`src/rtl/swdisc_pkg.sv`:
```
package swdisc_pkg;

  typedef enum logic [2:0] {
    PH_IDLE,
    PH_RESET,
    PH_RECOVER,
    PH_DISCOVER,
    PH_HOLD
  } phase_e;

  typedef struct packed {
    logic cntClr;
    logic sampleEn;
    logic presClr;
  } dpStrobe_t;

endpackage

```
`src/rtl/swdisc_dpath.sv`:
```
module swdisc_dpath
  import swdisc_pkg::*;
#(
  parameter int CW = 8
) (
  input  logic          clk,
  input  logic          rstN,
  input  dpStrobe_t     strobe,
  input  logic          lineIn,
  output logic [CW-1:0] cnt,
  output logic          lineSync,
  output logic          present
);

  localparam int SYNC_STAGES = 2;

  logic [SYNC_STAGES-1:0] syncQ;

  // Two-flop synchronizer; the idle bus rests high through its pull-up.
  always_ff @(posedge clk or negedge rstN) begin
    if (!rstN) syncQ <= '1;
    else       syncQ <= {syncQ[SYNC_STAGES-2:0], lineIn};
  end
  assign lineSync = syncQ[SYNC_STAGES-1];

  // Shared phase counter, cleared by control on every phase change.
  always_ff @(posedge clk or negedge rstN) begin
    if (!rstN)              cnt <= '0;
    else if (strobe.cntClr) cnt <= '0;
    else                    cnt <= cnt + 1'b1;
  end

  // Presence flag: a low line at the sample point means an acknowledge.
  always_ff @(posedge clk or negedge rstN) begin
    if (!rstN)                present <= 1'b0;
    else if (strobe.presClr)  present <= 1'b0;
    else if (strobe.sampleEn) present <= ~lineSync;
  end

  // exactly one sample is taken per discovery window
  a_r6_single_sample: assert property (@(posedge clk) disable iff (!rstN)
    strobe.sampleEn |=> !strobe.sampleEn);

endmodule

```
`src/rtl/swdisc_ctrl.sv`:
```
module swdisc_ctrl
  import swdisc_pkg::*;
#(
  parameter int CW             = 8,
  parameter int RESET_CYC      = 8,
  parameter int DISCHARGE_CYC  = 20,
  parameter int RECOVER_CYC    = 5,
  parameter int DISC_DRIVE_CYC = 3,
  parameter int SAMPLE_AT_CYC  = 7,
  parameter int HOLD_CYC       = 6
) (
  input  logic          clk,
  input  logic          rstN,
  input  logic          startReq,
  input  logic          slaveBusy,
  input  logic [CW-1:0] cnt,
  input  logic          lineSync,
  output dpStrobe_t     strobe,
  output logic          lineDriveLow,
  output logic          done
);

  localparam logic [CW-1:0] RST_LAST   = CW'(RESET_CYC - 1);
  localparam logic [CW-1:0] DSCHG_LAST = CW'(DISCHARGE_CYC - 1);
  localparam logic [CW-1:0] REC_LAST   = CW'(RECOVER_CYC - 1);
  localparam logic [CW-1:0] DRIVE_END  = CW'(DISC_DRIVE_CYC);
  localparam logic [CW-1:0] SAMPLE_PT  = CW'(SAMPLE_AT_CYC);
  localparam logic [CW-1:0] HOLD_LAST  = CW'(HOLD_CYC - 1);

  phase_e        phase, nxtPhase;
  logic          longRst;
  logic [CW-1:0] rstLast;

  assign rstLast = longRst ? DSCHG_LAST : RST_LAST;

  always_comb begin
    nxtPhase = phase;
    strobe   = '0;
    unique case (phase)
      PH_IDLE: begin
        strobe.cntClr = 1'b1;
        if (startReq) begin
          nxtPhase       = PH_RESET;
          strobe.presClr = 1'b1;
        end
      end
      PH_RESET: begin
        if (cnt == rstLast) begin
          nxtPhase      = PH_RECOVER;
          strobe.cntClr = 1'b1;
        end
      end
      PH_RECOVER: begin
        if (cnt == REC_LAST) begin
          nxtPhase      = PH_DISCOVER;
          strobe.cntClr = 1'b1;
        end
      end
      PH_DISCOVER: begin
        if (cnt == SAMPLE_PT) begin
          nxtPhase        = PH_HOLD;
          strobe.sampleEn = 1'b1;
          strobe.cntClr   = 1'b1;
        end
      end
      PH_HOLD: begin
        if (!lineSync) begin
          strobe.cntClr = 1'b1;
        end else if (cnt == HOLD_LAST) begin
          nxtPhase      = PH_IDLE;
          strobe.cntClr = 1'b1;
        end
      end
      default: nxtPhase = PH_IDLE;
    endcase
  end

  always_ff @(posedge clk or negedge rstN) begin
    if (!rstN) begin
      phase   <= PH_IDLE;
      longRst <= 1'b0;
      done    <= 1'b0;
    end else begin
      phase <= nxtPhase;
      if (phase == PH_IDLE && startReq) begin
        longRst <= slaveBusy;
        done    <= 1'b0;
      end else if (phase == PH_HOLD && nxtPhase == PH_IDLE) begin
        done <= 1'b1;
      end
    end
  end

  assign lineDriveLow = (phase == PH_RESET) ||
                        (phase == PH_DISCOVER && cnt < DRIVE_END);

  // the reset phase is entered only from idle
  a_r9_start_ignored: assert property (@(posedge clk) disable iff (!rstN)
    (phase != PH_IDLE) |=> (phase != PH_RESET || $past(phase) == PH_RESET));

  // an accepted start clears the completion flag
  a_r10_done_clears: assert property (@(posedge clk) disable iff (!rstN)
    (phase == PH_IDLE && startReq) |=> (!done && phase == PH_RESET));

  // completion follows a cycle where the synchronized line was high
  a_r7_done_after_high: assert property (@(posedge clk) disable iff (!rstN)
    $rose(done) |-> $past(lineSync));

  // the hold phase always follows the sample
  a_r8_hold_after_sample: assert property (@(posedge clk) disable iff (!rstN)
    $past(strobe.sampleEn) |-> (phase == PH_HOLD));

endmodule

```
`src/rtl/swire_discovery_seq.sv`:
```
module swire_discovery_seq
  import swdisc_pkg::*;
#(
  parameter int RESET_CYC      = 960,
  parameter int DISCHARGE_CYC  = 1500,
  parameter int RECOVER_CYC    = 80,
  parameter int DISC_DRIVE_CYC = 10,
  parameter int SAMPLE_AT_CYC  = 20,
  parameter int HOLD_CYC       = 20
) (
  input  logic clk,
  input  logic rstN,
  input  logic startReq,
  input  logic slaveBusy,
  input  logic lineIn,
  output logic lineDriveLow,
  output logic done,
  output logic present
);

  localparam int M1     = (RESET_CYC > DISCHARGE_CYC) ? RESET_CYC : DISCHARGE_CYC;
  localparam int M2     = (M1 > RECOVER_CYC) ? M1 : RECOVER_CYC;
  localparam int M3     = (M2 > SAMPLE_AT_CYC + 1) ? M2 : SAMPLE_AT_CYC + 1;
  localparam int MAXLEN = (M3 > HOLD_CYC) ? M3 : HOLD_CYC;
  localparam int CW     = $clog2(MAXLEN + 1);

  initial begin
    if (SAMPLE_AT_CYC < DISC_DRIVE_CYC + 2)
      $error("SAMPLE_AT_CYC must leave room for the synchronizer after the drive");
  end

  dpStrobe_t     strobe;
  logic [CW-1:0] cnt;
  logic          lineSync;

  swdisc_ctrl #(
    .CW(CW), .RESET_CYC(RESET_CYC), .DISCHARGE_CYC(DISCHARGE_CYC),
    .RECOVER_CYC(RECOVER_CYC), .DISC_DRIVE_CYC(DISC_DRIVE_CYC),
    .SAMPLE_AT_CYC(SAMPLE_AT_CYC), .HOLD_CYC(HOLD_CYC)
  ) ctrl_i (
    .clk(clk), .rstN(rstN), .startReq(startReq), .slaveBusy(slaveBusy),
    .cnt(cnt), .lineSync(lineSync), .strobe(strobe),
    .lineDriveLow(lineDriveLow), .done(done)
  );

  swdisc_dpath #(.CW(CW)) dpath_i (
    .clk(clk), .rstN(rstN), .strobe(strobe), .lineIn(lineIn),
    .cnt(cnt), .lineSync(lineSync), .present(present)
  );

  // once finished, the result holds until a new start
  a_r10_present_holds: assert property (@(posedge clk) disable iff (!rstN)
    (done && !startReq) |=> $stable(present));

endmodule

```
`config.mk`:
```
export PLATFORM = sky130hd
export DESIGN_NAME = swire_discovery_seq
export DESIGN_NICKNAME = d
export VERILOG_FILES = /design/src/rtl/swdisc_pkg.sv /design/src/rtl/swdisc_dpath.sv /design/src/rtl/swdisc_ctrl.sv /design/src/rtl/swire_discovery_seq.sv
export SDC_FILE = /design/constraint.sdc
export NUM_CORES = 1
export LEC_CHECK = 0
export BUFFER_PORTS_ARGS = -buffer_cell sky130_fd_sc_hd__clkbuf_2
export CAP_MARGIN = 10
export CORE_MARGIN = 5
export CORE_UTILIZATION = 40
export DETAILED_ROUTE_END_ITERATION = 10
export GPL_TIMING_DRIVEN = 0
export MAX_ROUTING_LAYER = met4
export PLACE_DENSITY = 0.59
export SLEW_MARGIN = 15
export SYNTH_ARGS = -nofsm -noshare
export SYNTH_HDL_FRONTEND = slang
export SYNTH_SLANG_ARGS = --single-unit
```
`constraint.sdc`:
```
create_clock -name clk -period 2.2 [get_ports clk]
set_input_delay 0.11 -clock clk [delete_from_list [all_inputs] [get_ports clk]]
set_output_delay 0.11 -clock clk [all_outputs]
set_load 0.05 [all_outputs]
```
==> impl_metrics.toml, run 1 <==
[clock_network]
insertion_delay_ps = 290
cts_tree = "built"
cts_setup_buffers = 0
cts_max_level = 1
clk_pin_slew_ps = 110
cts_max_path_buffers = 2
clock-root-buffer = "clkbuf_4"
numCtsBuffers = 3
clock-sinks = 19

[power]
p_int_uw = 428
pwr-share-seq_pct = 65.3
power_frac_comb_pct = 2.4
switchingPower_uw = 113
sw_frac_of_total_pct = 20.8
power_density_nw_per_um2 = 442
total_power_uw = 541
clockPowerShare_pct = 32.3
p_leak_nw = 0.484
peakVddDrop_mv = 0.370

[floorplan]
die_area_um2 = 3890
num_rows = 19
coreArea_um2 = 2690
die-width_um = 62.4
chipHeight_um = 62.4
ioPinCount = 8
start_util_pct = 40.8

[worst_setup_path]
crit_path_max_incr_delay_ps = 480
start_kind = "register"
critPathRequiredTime_ps = 2090
crit_family = "flip-flops"
crit_arrival_ps = 1780
crit_chain = "nor3_2, nand4_1, o21ai_0, clkbuf_2"
crit_path_top_delay_cell = "dfrtp_1"
worstPathMaxFanout = 7
path_class = "reg2out"
crit_buf_inv = 1
worst_setup_path_end_kind = "output port"

[timing]
worst_slew_pin_slew_ps = 467
fin_setup_tns_ps = 0
finalCriticalPeriod_ps = 1890
rsz0062_at_grt = "no"
hold_violations = 0
timing.final.crit_share_pct = 86.1
max_freq_mhz = 528
finalSetupViolCount = 0
fin_skew_ps = 3.96
relSlewSlack_pct = 68.9
drv_slew = 0

[synthesis]
avgSynthCellArea_um2 = 9.54
async_flop_share_pct = 100
ys_ff_latch = 19
syn_inst = 115
syn_nets = 123
syn_area_um2 = 1100
yosys.cell_types.count = 33
yosysWarnings = 0
synth_edf_count = 0
ys_dominant_reg_cell = "dfrtp_1"
ys_seq_area_share_pct = 43.6

[grt]
antenna_found_initial = 0
grt_max_degree = 20
grt_use_met3_pct = 3.24
grt_usage_pct = 12.2
grt_overflow = 0
grt_util_met1_pct = 17.8
gr-usage-met2_pct = 17.4
grt_first_pass_wirelength_um = 3920
top_usage_layer = "met1"
grt_pass1_vias = 836

[finish]
area_growth_pct = 11.4
layout.nets = 137
filler_cell_count = 267
drive_gt1_share_pct = 15.6
diodes = 0

[detailed_routing]
vias_per_cell = 5.44
wl_per_cell_um = 13.7
dr_total_vias = 865
detail-route-antenna-nets = 0
first_pass_iters = 4
drt_iter0_markers = 41
drc_errors = 0
wl_um = 2170

[place]
io_buffer_count = 7
dp_hpwl_um = 1650
place_congestion = 0.908

[run]
drv_cap = 0

[status]
status = "complete, no violations"

[min_path]
worstHoldPathType = "in2reg"
==> logic make-up after synthesis <==
family / Yosys count / synth area share, %
fa+ha+maj: 3 / 3.42
flops: 19 / 43.6
simple gates: 61 / 32.4
compound gates: 11 / 6.73
buf+inv: 10 / 4.79
mux: 2 / 1.94
xor+xnor: 9 / 7.18
==> synth_stat cells, types with 2 or more instances <==
cell,count,share of area [%]
ha_1,3,3.4
xnor2_1,7,5.6
clkbuf_1,4,1.4
xor2_1,2,1.6
nor4bb_1,2,1.8
and3_1,2,1.1
nand4_1,5,2.9
nor4b_1,2,1.6
buf_6,2,2.1
dfstp_2,2,4.8
dfrtp_1,17,39
nand2_1,10,3.4
inv_1,4,1.4
nor3b_1,2,1.4
o21ai_0,6,2.7
nor2_1,6,2.1
nor4_1,2,1.1
nor3_1,13,5.9
and3b_1,3,2.4
nand3_1,8,3.6
==> repair_timing <==
item / in CTS / in global routing
hold buffers: 2 / 0
gates resized for setup: 0 / 1
endpoints found under the setup margin: 0 / 1
hold endpoints to repair: 18 / 0
==> final timing paths <==
check	to	slack, ps	startpoint	cells past startpoint
max in group asynchronous	dpath_i.syncQ[0]$_DFF_PN1_	1570	rstN	2
worst max-delay path	lineDriveLow	310	dpath_i.cnt[5]$_DFF_PN0_	4
worst min register to register	dpath_i.syncQ[1]$_DFF_PN1_	360	dpath_i.syncQ[0]$_DFF_PN1_	0
min in group asynchronous	dpath_i.present$_DFFE_PN0P_	290	rstN	2
worst min-delay path	ctrl_i.longRst$_DFFE_PN0P_	50	slaveBusy	2
worst max register to register	dpath_i.cnt[2]$_DFF_PN0_	380	ctrl_i.phase[2]$_DFF_PN0_	6
==> sequential cells by signal, indices dropped and copies added, names as in the netlist <==
| register | count |
|---|---|
| ctrl_i.phase | 3 |
| dpath_i.present | 1 |
| dpath_i.cnt | 11 |
| ctrl_i.done | 1 |
| dpath_i.syncQ | 2 |
| ctrl_i.longRst | 1 |
==> placed cells by master, fill, tap and decap left out, types with 2 or more instances in the layout <==
cell,n
nor3b_1,2
clkbuf_1,5
inv_1,4
dfstp_2,2
nor4bb_1,2
nor4_1,2
dfrtp_1,17
xnor2_1,7
nand3_1,8
nand2_1,10
clkbuf_4,3
ha_1,3
and3b_1,3
nor2_1,6
nor4b_1,2
nand4_1,5
nor3_1,12
and3_1,2
buf_6,2
o21ai_0,6
dlygate4sd3_1,2
clkbuf_2,7
xor2_1,2
==> power by group through the flow <==
stage / Combinational, mW / Sequential [mW] / Clock, mW
floorplan: 0.000526 / 0.360 / 0
detailed placement: 0.0109 / 0.360 / 0
global route: 0.0153 / 0.353 / 0.194
CTS: 0.0136 / 0.353 / 0.183
global placement: 0.0107 / 0.360 / 0
finish: 0.0129 / 0.353 / 0.175
==> worst reg2reg max path, cell delays in order, from the launching register on <==
cell and delay [ps]:
dfrtp_1 390, buf_6 140, or3b_4 400, or4_4 430, nor2_4 130, buf_6 150
nor3_1 70
==> per-stage QoR <==
| step | cell area, um^2 | hold WS (ps) | cells | utilization, % | setup WS (ps) |
|---|---|---|---|---|---|
| 2_1_floorplan | 1100 | -186 | 115 | - | 52.4 |
| 3_3_place_gp | 1170 | 81.8 | 153 | 43.6 | 399 |
| 3_5_place_dp | 1170 | 86.8 | 153 | 43.6 | 390 |
| 4_1_cts | 1220 | 43.0 | 159 | 45.3 | 142 |
| 5_1_grt | 1220 | 49.3 | 159 | 45.5 | 124 |
| 6_report | 1220 | 47.3 | 159 | 45.5 | 306 |
==> area by class of cell <==
type	count	area (um^2)	share of cell area, %
plain buffers	6	37.5	3.07
clock buffers	4	26.3	2.15
inverters	4	15.0	1.23
multi-input cells	86	572	46.8
flip-flops and latches	19	478	39.1
well taps	31	38.8	3.17
repair buffers	9	55.1	4.50
==> routing by layer <==
metal  wire length [um]  vias up
li1                   -      439
met1               1150      409
met2                941       17
met3                 77        0
met4                  0        0
met5                  0        -
No activity file was read; power rests on OpenSTA's default activity.
==> inputs of run 2 (changes only) <==
Settings changed: CORE_UTILIZATION 40 to 25, PLACE_DENSITY 0.59 to 0.42.
==> impl_metrics.toml, run 2 (synthesized netlist as in run 1, its figures left out) <==
[worst_setup_path]
reg2reg_from = "dpath_i.cnt[0]$_DFF_PN0_"
crit_path_top_delay_cell = "or4_4"
worst_setup_path_end_kind = "register"
crit_arrival_ps = 1970
crit_chain = "ha_1, nand3_1, or4_4, nor2_4, buf_6, nor3_1"
path_class = "reg2reg"
crit_path_max_incr_delay_ps = 520
start_kind = "register"
worstSetupStartpoint = "dpath_i.cnt[0]$_DFF_PN0_"
worstPathMaxFanout = 10
critPathRequiredTime_ps = 2320

[detailed_routing]
first_pass_iters = 4
drt_iter0_markers = 60
wl_um = 2460
detail-route-antenna-nets = 0
dr_total_vias = 873
drc_errors = 0
vias_per_cell = 4.85
wl_per_cell_um = 13.7

[floorplan]
start_util_pct = 25.6
die_area_um2 = 5810
coreArea_um2 = 4290
chipHeight_um = 76.3
num_rows = 24
ioPinCount = 8
die-width_um = 76.3

[timing]
relSlewSlack_pct = 67.7
max_freq_mhz = 541
hold_violations = 0
whs_ps = 94.1
drv_slew = 0
finalSetupViolCount = 0
rsz0062_at_grt = "no"
fin_setup_tns_ps = 0
timing.final.crit_share_pct = 84.1
finalCriticalPeriod_ps = 1850
worst_slew_pin_slew_ps = 484
fin_skew_ps = 1.16

[clock_network]
cts_tree = "built"
insertion_delay_ps = 250
clock-sinks = 19
clock-root-buffer = "clkbuf_8"
cts_max_level = 1
clk_pin_slew_ps = 70
cts_max_path_buffers = 2
numCtsBuffers = 3

[power]
p_leak_nw = 0.492
power_density_nw_per_um2 = 479
peakVddDrop_mv = 0.140
total_power_uw = 608

[status]
status = "complete, no violations"

[place]
dp_hpwl_um = 1860
io_buffer_count = 7
place_congestion = 0.852

[finish]
final_cell_mix = "dfrtp_1 (17), nor3_1 (12), nand2_1 (10)"
largestRegisters = "dpath_i.cnt (11), ctrl_i.phase (3), dpath_i.syncQ (2)"
area_growth_pct = 15.5
drive_gt1_share_pct = 15.6
layout.nets = 137
final_common_cell = "dfrtp_1"
diodes = 0
largest_register_ffs = 11
regMostFlops = "dpath_i.cnt"

[min_path]
worstHoldPathType = "in2reg"
holdCritStartpoint = "slaveBusy"

[grt]
grt_pass1_vias = 960
antenna_found_initial = 0
grt_overflow = 0
grt_first_pass_wirelength_um = 4450
grt_usage_pct = 9.49
grt_max_degree = 20

[run]
drv_cap = 0
-- run 2: cell types whose count changed in the layout (fill, tap and decap cells not counted) --
cell,delta
clkbuf_4,-3
clkbuf_8,+3
-- run 2: area by class of cell --
cell class | instances | area, um^2
inverters | 4 | 15.0
flip-flops and latches | 19 | 478
plain buffers | 6 | 37.5
multi-input cells | 86 | 572
fillers | 470 | 3030
repair buffers | 9 | 55.1
well taps | 52 | 65.1
clock buffers | 4 | 45.0
-- run 2: power breakdown --
part           leakage (nW)  switching [mW]  internal (mW)
clock                0.0228           0.112          0.129
combinational         0.241         0.00831        0.00498
sequential            0.228        0.000568          0.353
-- run 2: worst max-delay path, delay by kind of cell (launching register included) --
kind                     cells  cell delay, ps
adder cells (fa/ha/maj)      1             250
buffers and inverters        1             150
AND/OR/NAND/NOR              4             850
flip-flops                   1             450
-- run 2: routing by layer --
| layer | track usage (%) | wire [um] | vias up |
|---|---|---|---|
| met5 | - | 0 | - |
| met2 | 14.9 | 1150 | 9 |
| met4 | 4.20 | 54 | 0 |
| met3 | 1.54 | 41 | 5 |
| li1 | - | - | 440 |
| met1 | 12.0 | 1220 | 419 |
-- run 2: final timing paths --
| check | cells after the start | end | slack (ps) |
|---|---|---|---|
| setup / recovery | 6 | dpath_i.cnt[2]$_DFF_PN0_ | 350 |
| hold / removal | 2 | ctrl_i.longRst$_DFFE_PN0P_ | 90 |
| setup reg to reg | 6 | dpath_i.cnt[2]$_DFF_PN0_ | 350 |
| hold reg to reg | 0 | dpath_i.syncQ[1]$_DFF_PN1_ | 360 |
| max in group asynchronous | 2 | dpath_i.syncQ[1]$_DFF_PN1_ | 1500 |
| min in group asynchronous | 2 | ctrl_i.phase[2]$_DFF_PN0_ | 350 |
-- run 2: stage by stage --
step                area [um^2]  utilization (%)  cells  setup slack [ps]
finish                     1270             29.5    180               351
global route               1270             29.5    180               149
CTS                        1260             29.4    180               185
detailed placement         1200             27.9    174               356
global placement           1200             27.9    174               387
floorplan                  1100                -    115              52.4
-- run 2: what timing repair did --
action	in CTS	in global routing
gates resized for setup	0	1
hold buffers	2	0
setup endpoints to repair	0	1
endpoints found under the hold margin	18	0
buffers inserted	0	0
